<file path="config.mk">
export PLATFORM = sky130hd
export DESIGN_NAME = txq_ctrl
export DESIGN_NICKNAME = d
export VERILOG_FILES = /design/src/rtl/txq_pkg.sv /design/src/rtl/txq_fall_det.sv /design/src/rtl/txq_store.sv /design/src/rtl/txq_fsm.sv /design/src/rtl/txq_ctrl.sv
export SDC_FILE = /design/constraint.sdc
export NUM_CORES = 1
export LEC_CHECK = 0
export CORE_MARGIN = 2
export CORE_UTILIZATION = 56
export CTS_BUF_LIST = sky130_fd_sc_hd__clkbuf_16
export CTS_CLUSTER_DIAMETER = 80
export DETAILED_ROUTE_END_ITERATION = 6
export DONT_BUFFER_PORTS = 1
export GPL_TIMING_DRIVEN = 0
export PLACE_DENSITY = 0.85
export REMOVE_ABC_BUFFERS = 1
export SLEW_MARGIN = 20
export SYNTH_ARGS = -nofsm -noshare
export SYNTH_HDL_FRONTEND = slang
export SYNTH_SLANG_ARGS = --single-unit
</file>
<file path="constraint.sdc">
create_clock -name clk -period 2.2 [get_ports clk]
set_clock_uncertainty 0.15 [all_clocks]
set_input_delay 0.66 -clock clk [delete_from_list [all_inputs] [get_ports clk]]
set_output_delay 0.66 -clock clk [all_outputs]
set_load 0.01 [all_outputs]
</file>
<file path="src/rtl/txq_pkg.sv">
package txq_pkg;
  typedef enum logic [1:0] {
    TQ_IDLE = 2'd0,
    TQ_PART = 2'd1,
    TQ_FULL = 2'd2
  } tq_state_e;
endpackage

</file>
<file path="src/rtl/txq_fall_det.sv">
module txq_fall_det (
  input  logic clk,
  input  logic rst_n,
  input  logic clr,
  input  logic stb,
  output logic fall
);
  logic stb_q;

  always_ff @(posedge clk or negedge rst_n) begin
    if (!rst_n)   stb_q <= 1'b0;
    else if (clr) stb_q <= 1'b0;
    else          stb_q <= stb;
  end

  assign fall = stb_q & ~stb & ~clr;

  // a trailing edge is a single-cycle event
  a_r2_single_fall: assert property (@(posedge clk) disable iff (!rst_n)
    fall |=> !fall);
endmodule

</file>
<file path="src/rtl/txq_store.sv">
module txq_store #(
  parameter int DATA_W = 8,
  parameter int DEPTH  = 4,
  localparam int PTR_W = $clog2(DEPTH)
) (
  input  logic              clk,
  input  logic              rst_n,
  input  logic              push_hi,
  input  logic [DATA_W-1:0] din,
  input  logic              wr_en,
  input  logic [PTR_W-1:0]  wr_ptr,
  input  logic [PTR_W-1:0]  rd_ptr,
  output logic [DATA_W-1:0] dout
);
  logic [DATA_W-1:0] held;
  logic [DATA_W-1:0] slot [DEPTH];

  // value offered during the last high cycle of the push strobe
  always_ff @(posedge clk or negedge rst_n) begin
    if (!rst_n)       held <= '0;
    else if (push_hi) held <= din;
  end

  for (genvar g = 0; g < DEPTH; g++) begin : g_slot
    always_ff @(posedge clk or negedge rst_n) begin
      if (!rst_n)                                 slot[g] <= '0;
      else if (wr_en && (wr_ptr == PTR_W'(g)))    slot[g] <= held;
    end
  end

  assign dout = slot[rd_ptr];
endmodule

</file>
<file path="src/rtl/txq_fsm.sv">
module txq_fsm
  import txq_pkg::*;
#(
  parameter int DEPTH  = 4,
  localparam int PTR_W = $clog2(DEPTH)
) (
  input  logic             clk,
  input  logic             rst_n,
  input  logic             clr,
  input  logic             push_fall,
  input  logic             pop_fall,
  output logic [PTR_W-1:0] wr_ptr,
  output logic [PTR_W-1:0] rd_ptr,
  output logic             wr_en,
  output logic             empty,
  output logic             full,
  output logic             ovf,
  output logic             unf
);
  localparam logic [PTR_W-1:0] PONE = PTR_W'(1);

  tq_state_e state, state_nx;
  logic take_push, take_pop;

  assign take_push = push_fall && (state != TQ_FULL);
  assign take_pop  = pop_fall  && (state != TQ_IDLE);
  assign wr_en     = take_push;

  always_comb begin
    state_nx = state;
    case (state)
      TQ_IDLE: if (take_push) state_nx = TQ_PART;
      TQ_PART: begin
        if (take_push && !take_pop && (wr_ptr == rd_ptr - PONE))
          state_nx = TQ_FULL;
        else if (take_pop && !take_push && (rd_ptr == wr_ptr - PONE))
          state_nx = TQ_IDLE;
      end
      TQ_FULL: if (take_pop) state_nx = TQ_PART;
      default: state_nx = TQ_IDLE;
    endcase
  end

  always_ff @(posedge clk or negedge rst_n) begin
    if (!rst_n) begin
      state  <= TQ_IDLE;
      wr_ptr <= '0;
      rd_ptr <= '0;
      ovf    <= 1'b0;
      unf    <= 1'b0;
    end else if (clr) begin
      state  <= TQ_IDLE;
      wr_ptr <= '0;
      rd_ptr <= '0;
      ovf    <= 1'b0;
      unf    <= 1'b0;
    end else begin
      state <= state_nx;
      if (take_push) wr_ptr <= wr_ptr + PONE;
      if (take_pop)  rd_ptr <= rd_ptr + PONE;
      if (push_fall && state == TQ_FULL) ovf <= 1'b1;
      if (pop_fall  && state == TQ_IDLE) unf <= 1'b1;
    end
  end

  assign empty = (state == TQ_IDLE);
  assign full  = (state == TQ_FULL);

  // a clear empties the queue and drops the errors
  a_r1_clear: assert property (@(posedge clk) disable iff (!rst_n)
    clr |=> (empty && !full && !ovf && !unf));
  // never from empty straight to full
  a_r4_no_jump: assert property (@(posedge clk) disable iff (!rst_n)
    empty |=> !full);
  // overflow flag is sticky
  a_r5_ovf_sticky: assert property (@(posedge clk) disable iff (!rst_n)
    (ovf && !clr) |=> ovf);
  // refused push leaves write pointer alone
  a_r5_no_overflow: assert property (@(posedge clk) disable iff (!rst_n)
    (full && push_fall && !pop_fall && !clr) |=> ($stable(wr_ptr) && full));
  // refused pop leaves read pointer alone
  a_r6_no_underflow: assert property (@(posedge clk) disable iff (!rst_n)
    (empty && pop_fall && !push_fall && !clr) |=> ($stable(rd_ptr) && empty && unf));
  // coincident edges in the partial state keep it partial
  a_r7_both_hold: assert property (@(posedge clk) disable iff (!rst_n)
    (state == TQ_PART && push_fall && pop_fall && !clr) |=> (state == TQ_PART));
endmodule

</file>
<file path="src/rtl/txq_ctrl.sv">
module txq_ctrl #(
  parameter int DATA_W = 8,
  parameter int DEPTH  = 4
) (
  input  logic              clk,
  input  logic              rst_n,
  input  logic              en,
  input  logic              abort,
  input  logic              push_stb,
  input  logic [DATA_W-1:0] push_data,
  input  logic              pop_stb,
  output logic [DATA_W-1:0] q_dout,
  output logic              q_empty,
  output logic              q_full,
  output logic              err_ovf,
  output logic              err_unf
);
  localparam int PTR_W = $clog2(DEPTH);
  localparam int NSTB  = 2;

  logic             clr;
  logic [NSTB-1:0]  stb_in, stb_fall;
  logic [PTR_W-1:0] wr_ptr, rd_ptr;
  logic             wr_en;

  assign clr    = ~en | abort;
  assign stb_in = {pop_stb, push_stb};

  for (genvar s = 0; s < NSTB; s++) begin : g_det
    txq_fall_det u_det (
      .clk  (clk),
      .rst_n(rst_n),
      .clr  (clr),
      .stb  (stb_in[s]),
      .fall (stb_fall[s])
    );
  end

  txq_fsm #(.DEPTH(DEPTH)) u_fsm (
    .clk      (clk),
    .rst_n    (rst_n),
    .clr      (clr),
    .push_fall(stb_fall[0]),
    .pop_fall (stb_fall[1]),
    .wr_ptr   (wr_ptr),
    .rd_ptr   (rd_ptr),
    .wr_en    (wr_en),
    .empty    (q_empty),
    .full     (q_full),
    .ovf      (err_ovf),
    .unf      (err_unf)
  );

  txq_store #(.DATA_W(DATA_W), .DEPTH(DEPTH)) u_store (
    .clk    (clk),
    .rst_n  (rst_n),
    .push_hi(push_stb),
    .din    (push_data),
    .wr_en  (wr_en),
    .wr_ptr (wr_ptr),
    .rd_ptr (rd_ptr),
    .dout   (q_dout)
  );

  // no error is raised during a clear
  a_r9_clear_quiet: assert property (@(posedge clk) disable iff (!rst_n)
    clr |=> (!err_ovf && !err_unf));
endmodule

</file>
==> metrics, run 1 <==
outcome=finished with violations; violated checks=negative setup slack; cell count after synthesis=153; CP max stage delay=0.49 ns; 1st-iter DRT viols=70; fin crit period=2.22 ns; Die ar.=4610 um2; PnR Total Power=1.91 mW; routed via count=1259; leakage=1.23 nW; crit-path cells=buf_12 -> mux4_2; WHS=0.0613 ns; CP top delay family=flip-flops; startpoint types=register; First-pass DRT Iterations=4; library cells used by synthesis=31; setup slack at placement=-0.178 ns; gr usage total=0.219; syn avg cell area=14.9 um2; Seq/Total Area, Yosys=0.547; setup violators final=7; dpl cell area=2320 um2; Post-Syn Area=2290 um2; H-Tree Depth=2; antenna-violating nets left=0; cell taking the most area after synthesis=dfrtp_1; slew margin rel.=0.658; max_cap viols=0; clock sink count=50; CP required=1.39 ns; Die Height=67.9 um; cts bufs inserted=5; number of warnings issued by yosys=0; register bit count reported by yosys=50; fmax=0.451 GHz; Hold WC Path Type=input port to async pin; RSZ-0062 raised after global routing=true; Hold Violations, Final=0; synth top area cells=dfrtp_1 55%, mux2_2 16%, mux4_2 7.9%; # port buffers=0; drt via density=5.94; clk_lat worst skew=0.29 ns; initial antenna violation count=0; number of global-route vias before repair=1300; gpl congestion=0.727; CTS Root Cell=clkbuf_16; Layout area overhead=11.8%; FILL cells=270; peak supply drop=0.690 mV; WL final=4260 um; final routed DRC violation total=0; Slew Viols, Final=0; Crit path arrival time=1.41 ns; critical path class=register to primary output; clock slew at reported path FFs=0.07 ns; worst path bufs/invs=1; IO Count=26; Critical-path top delay cell=dfrtp_4; Die Wd=67.9 um; pwr dens=749 nW/um2; antenna cells=0; CP endpoint kind=primary output; WL/cell=20.1 um; DP Wirelength=2670 um; nets=179; Synth top area share=0.547; largest net degree at the start of global routing=51; grt ovf=0; row count=23; worst setup margin=-0.0164 ns; crit share post-route=1.01; Worst Max-Slew Pin Slew=0.512 ns; first-pass GRT wire length=6960 um; fin area=2560 um2; core region area=3970 um2; CTS tree=done; initial core utilization=0.576; Clock Tree Buf Depth=2; Crit Path Max Fanout=5; share of cells above drive strength 1=0.414
[kinds of logic after synthesis]
kind of cell	count (synthesis)	synth area share
flip-flops	50	0.547
multiplexers	49	0.288
AND/OR/NAND/NOR	28	0.0837
AO/OA/AOI/OAI	11	0.0290
buffers and inverters	7	0.0148
XOR/XNOR	4	0.0153
adder cells (fa/ha/maj)	4	0.0219
[synth_stat cells]
cell       n
a21oi_1    4
and2_1     2
and2b_1    1
buf_1      1
buf_6      1
clkbuf_1   3
dfrtp_1   50
ha_1       4
inv_1      2
mux2_1     2
mux2_2    33
mux2_4     5
mux2i_1    1
mux4_2     8
nand2_1    1
nand2_4    4
nand2b_1   2
nand3b_1   1
nor2_1     7
nor2b_1    5
nor3_1     1
nor3_4     1
nor3b_1    1
nor4b_1    1
o21a_1     1
o21ai_0    3
o31ai_1    2
o32ai_1    1
or3_2      1
xnor2_1    1
xor2_1     3
[metal layers]
metal  part of all wire  vias up  global-route usage
met5                  0        -                   0
met1               0.43      668               0.291
met4              0.014        0              0.0675
met2               0.52       23               0.357
met3              0.037        7              0.0559
li1                   -      561                   -
[final timing paths]
kind	start	endpoint	slack [ns]	cells after the start
max in group asynchronous	rst_n	u_fsm.rd_ptr[0]$_DFFE_PN0P_	1.62	1
min	rst_n	u_store.slot[29]$_DFFE_PN0P_	0.06	1
max reg2reg	u_fsm.state[0]$_DFFE_PN0P_	u_store.slot[1]$_DFFE_PN0P_	0.11	4
min in group clk	u_store.slot[25]$_DFFE_PN0P_	u_store.slot[25]$_DFFE_PN0P_	0.35	1
min reg2reg	u_store.slot[25]$_DFFE_PN0P_	u_store.slot[25]$_DFFE_PN0P_	0.35	1
max	u_fsm.rd_ptr[0]$_DFFE_PN0P_	q_dout[1]	-0.02	2
[placed cells by master (no fill, tap or decap), types with 2 or more instances in the layout]
| cell | n |
|---|---|
| ha_1 | 4 |
| nand2b_1 | 2 |
| buf_4 | 3 |
| mux2_4 | 5 |
| inv_1 | 2 |
| mux4_2 | 8 |
| mux2_2 | 33 |
| nand2_4 | 4 |
| mux2_1 | 2 |
| dfrtp_1 | 48 |
| and2_1 | 2 |
| o31ai_1 | 2 |
| clkbuf_16 | 5 |
| nor2b_1 | 5 |
| nor2_1 | 7 |
| xor2_1 | 3 |
| clkinv_4 | 2 |
| o21ai_0 | 3 |
| a21oi_1 | 4 |
[report_power, final]
part	internal, mW	total, mW	leakage (nW)	switching (mW)
Sequential	0.969	1.00	0.667	0.0354
Clock	0.421	0.758	0.0714	0.337
Combinational	0.0797	0.150	0.488	0.0707
Total	1.47	1.91	1.23	0.443
[worst register-to-register path, stage by stage, from the launching register on]
cell and delay [ns]:
dfrtp_1 0.43, and2b_1 0.32, nor3_4 0.51, nand2_4 0.22
mux2_4 0.35
[final cells by class]
class / instances / area, um2 / area share
Sequential cell: 50 / 1260 / 0.491
Tap cell: 50 / 62.6 / 0.0245
Multi-Input combinational cell: 96 / 1000 / 0.392
Clock buffer: 5 / 125 / 0.0489
Clock inverter: 3 / 21.3 / 0.00832
Timing Repair Buffer: 6 / 81.3 / 0.0318
Inverter: 2 / 7.51 / 0.00294
[state kept, by name, summed over array words and instances (netlist names)]
| name | cells |
|---|---|
| u_fsm.state | 2 |
| u_fsm.wr_ptr | 2 |
| u_fsm.ovf | 1 |
| u_store.slot | 32 |
| g_det.u_det.stb_q | 2 |
| u_fsm.rd_ptr | 2 |
| u_fsm.unf | 1 |
| u_store.held | 8 |
[through the flow]
step,instances,TNS (ns),utilization
floorplan,148,0,-
global placement,198,-2.00,0.585
detailed placement,198,-4.23,0.585
CTS,212,-0.0811,0.644
global route,212,-0.295,0.644
finish,212,-0.0695,0.644
[timing repair]
action,CTS,global route
resized for setup,5,0
buffers inserted,5,0
hold buffers,1,0
endpoints found under the hold margin,50,0
endpoints found under the setup margin,8,7
No activity file was read; power rests on OpenSTA's default activity.
==> inputs of run 2 (changes only) <==
CORE_ASPECT_RATIO = 0.6   (was not set)
RECOVER_POWER = 100   (was not set)
==> run 2 against run 1 <==
Effect of this change:
- the flow still finishes with violations (negative setup slack)
- sequential share of layout area grew 1.0 points
- utilization increased by 1.8 points
- worst hold slack better by 0.29 ns
- maximum frequency up 0.13%
- register-to-register slack gained 0.07 ns
- power down 0.90%
- via count rose by 1.6%
- routed wire length increased by 2.7%
- first-iteration DRC count rose by 1.4%
- critical path depth is the same
- critical endpoint is now q_dout[5]
- largest cell class unchanged
==> metrics, run 2 (synthesized netlist as in run 1, its figures left out) <==
clock sink count=50 (unchanged); # port buffers=0 (unchanged); CTS Root Cell=clkbuf_16 (unchanged); largest register by flop count=u_store.slot (unchanged); setup violators final=7 (unchanged); CTS tree=done (unchanged); largest net degree at the start of global routing=51 (unchanged); max_cap viols=0 (unchanged); Crit path arrival time=1.40 ns (was 1.41 ns); fin util=0.661 (was 0.644); register area=1260 um2 (unchanged); outcome=finished with violations (unchanged); leakage=1.16 nW (was 1.23 nW); initial antenna violation count=0 (unchanged); initial core utilization=0.604 (was 0.576); Die Height=53.5 um (was 67.9 um); Worst Max-Slew Pin Slew=1.16 ns (was 0.512 ns); clk_lat worst skew=0.28 ns (was 0.29 ns); final std cells w/o fill=209 (was 212); cts bufs inserted=5 (unchanged); antenna cells=0 (unchanged); max reg flops=32 (unchanged); gpl congestion=0.859 (was 0.727); multi-input logic area=963 um2 (was 1000 um2); crit share post-route=1.01 (about the same); Critical-path top delay cell=mux4_2 (was dfrtp_4); Die ar.=4630 um2 (was 4610 um2); startpoint types=register (unchanged); nets=180 (was 179); slew margin rel.=0.224 (was 0.658); FILL cells=260 (was 270); peak supply drop=0.500 mV (was 0.690 mV); grt ovf=0 (unchanged); crit-path cells=buf_6 -> mux4_2 (was buf_12 -> mux4_2); RSZ-0062 raised after global routing=true (unchanged); DP Wirelength=2940 um (was 2670 um); Post-Place Cells=195 (was 198); WL/cell=21.0 um (was 20.1 um); IO Count=26 (unchanged); WL final=4380 um (was 4260 um); share of cells above drive strength 1=0.389 (was 0.414); worst path bufs/invs=1 (unchanged); core region area=3790 um2 (was 3970 um2); Top Registers=u_store.slot (32), u_store.held (8) (unchanged); setup slack at placement=-0.152 ns (was -0.178 ns); commonest cells after routing, fill and taps aside=48 x dfrtp_1, 33 x mux2_2, 8 x mux4_2 (unchanged); CP top delay family=multiplexers (was flip-flops); Hold WC Path Type=register to register (was input port to async pin); commonest non-fill, non-tap cell in the layout=dfrtp_1 (unchanged); worst setup margin=-0.0135 ns (was -0.0164 ns); Die Wd=86.5 um (was 67.9 um); antenna-violating nets left=0 (unchanged); fin crit period=2.21 ns (was 2.22 ns); CP endpoint kind=primary output (unchanged); violated checks=negative setup slack (unchanged); 1st-iter DRT viols=71 (was 70); WHS=0.348 ns (was 0.0613 ns); H-Tree Depth=2 (unchanged); pwr dens=757 nW/um2 (was 749 nW/um2); drt via density=6.12 (was 5.94); routed via count=1279 (was 1259); Clock Tree Buf Depth=2 (unchanged); clock slew at reported path FFs=0.06 ns (was 0.07 ns); row count=17 (was 23); Slew Viols, Final=0 (unchanged); final routed DRC violation total=0 (unchanged); CP max stage delay=0.55 ns (was 0.49 ns); Crit Path Max Fanout=4 (was 5); fmax=0.452 GHz (was 0.451 GHz); gr usage total=0.220 (was 0.219); First-pass DRT Iterations=4 (unchanged); Layout area overhead=9.46% (was 11.8%); critical path class=register to primary output (unchanged); number of global-route vias before repair=1418 (was 1300); Hold Violations, Final=0 (unchanged); CP required=1.39 ns (about the same); first-pass GRT wire length=7300 um (was 6960 um)
-- run 2: cell count changes in the layout (fill, tap and decap cells not counted) --
cell      previous run  this run
clkinv_2             0         1
mux2_1               2         7
buf_12               1         2
clkinv_1             1         0
nand2_4              4         0
mux2_4               5         0
clkinv_4             2         0
nand2_2              0         4
buf_16               1         0
and2_1               2         0
clkbuf_2             0         1
inv_6                0         1
and2_0               0         2
-- run 2: area by class of cell --
class,instances,area share
flip-flops and latches,50,0.502
multi-input cells,96,0.385
clock buffers,5,0.0500
repair buffers,7,0.0315
well taps,47,0.0235
clock inverters,2,0.00550
inverters,2,0.00300
-- run 2: report_power, final --
part	switching [mW]	total (mW)	leakage [nW]	internal [mW]
Sequential	0.0372	1.01	0.667	0.970
Combinational	0.0721	0.147	0.425	0.0745
Clock	0.326	0.743	0.0701	0.417
-- run 2: worst paths after layout --
path                                              start                            to  slack [ns]  cells after the start
max in group asynchronous                         rst_n   u_fsm.rd_ptr[0]$_DFFE_PN0P_        0.60                      1
min in group asynchronous                         rst_n  u_store.slot[12]$_DFFE_PN0P_        0.45                      1
min                        u_store.slot[25]$_DFFE_PN0P_  u_store.slot[25]$_DFFE_PN0P_        0.35                      1
max reg2reg                  u_fsm.state[1]$_DFFE_PN0P_  u_store.slot[17]$_DFFE_PN0P_        0.18                      4
min reg2reg                u_store.slot[25]$_DFFE_PN0P_  u_store.slot[25]$_DFFE_PN0P_        0.35                      1
max                         u_fsm.rd_ptr[0]$_DFFE_PN0P_                     q_dout[5]       -0.01                      2
-- run 2: timing repair --
action                                  in CTS  in global routing
buffers inserted                             6                  0
endpoints found under the setup margin       8                  8
endpoints found under the hold margin       50                  0
hold buffers                                 1                  0
pin swaps                                    0                  0
resized for setup                            5                  0
-- run 2: per-stage QoR --
step | TNS [ns] | total power [mW] | area (um2)
after floorplan | 0 | 1.12 | 2260
after global placement | -2.82 | 1.14 | 2320
after detailed placement | -3.76 | 1.16 | 2320
after CTS | -0.0495 | 1.91 | 2560
after global routing | -0.280 | 1.98 | 2500
final | -0.0681 | 1.90 | 2500
-- run 2: per-layer routing --
metal  part of all wire  up-vias  GRT usage
met2               0.49       31      0.371
met4              0.016        0     0.0729
met5                  0        -          0
li1                   -      566          -
met1               0.44      674      0.286
met3              0.050        8     0.0577
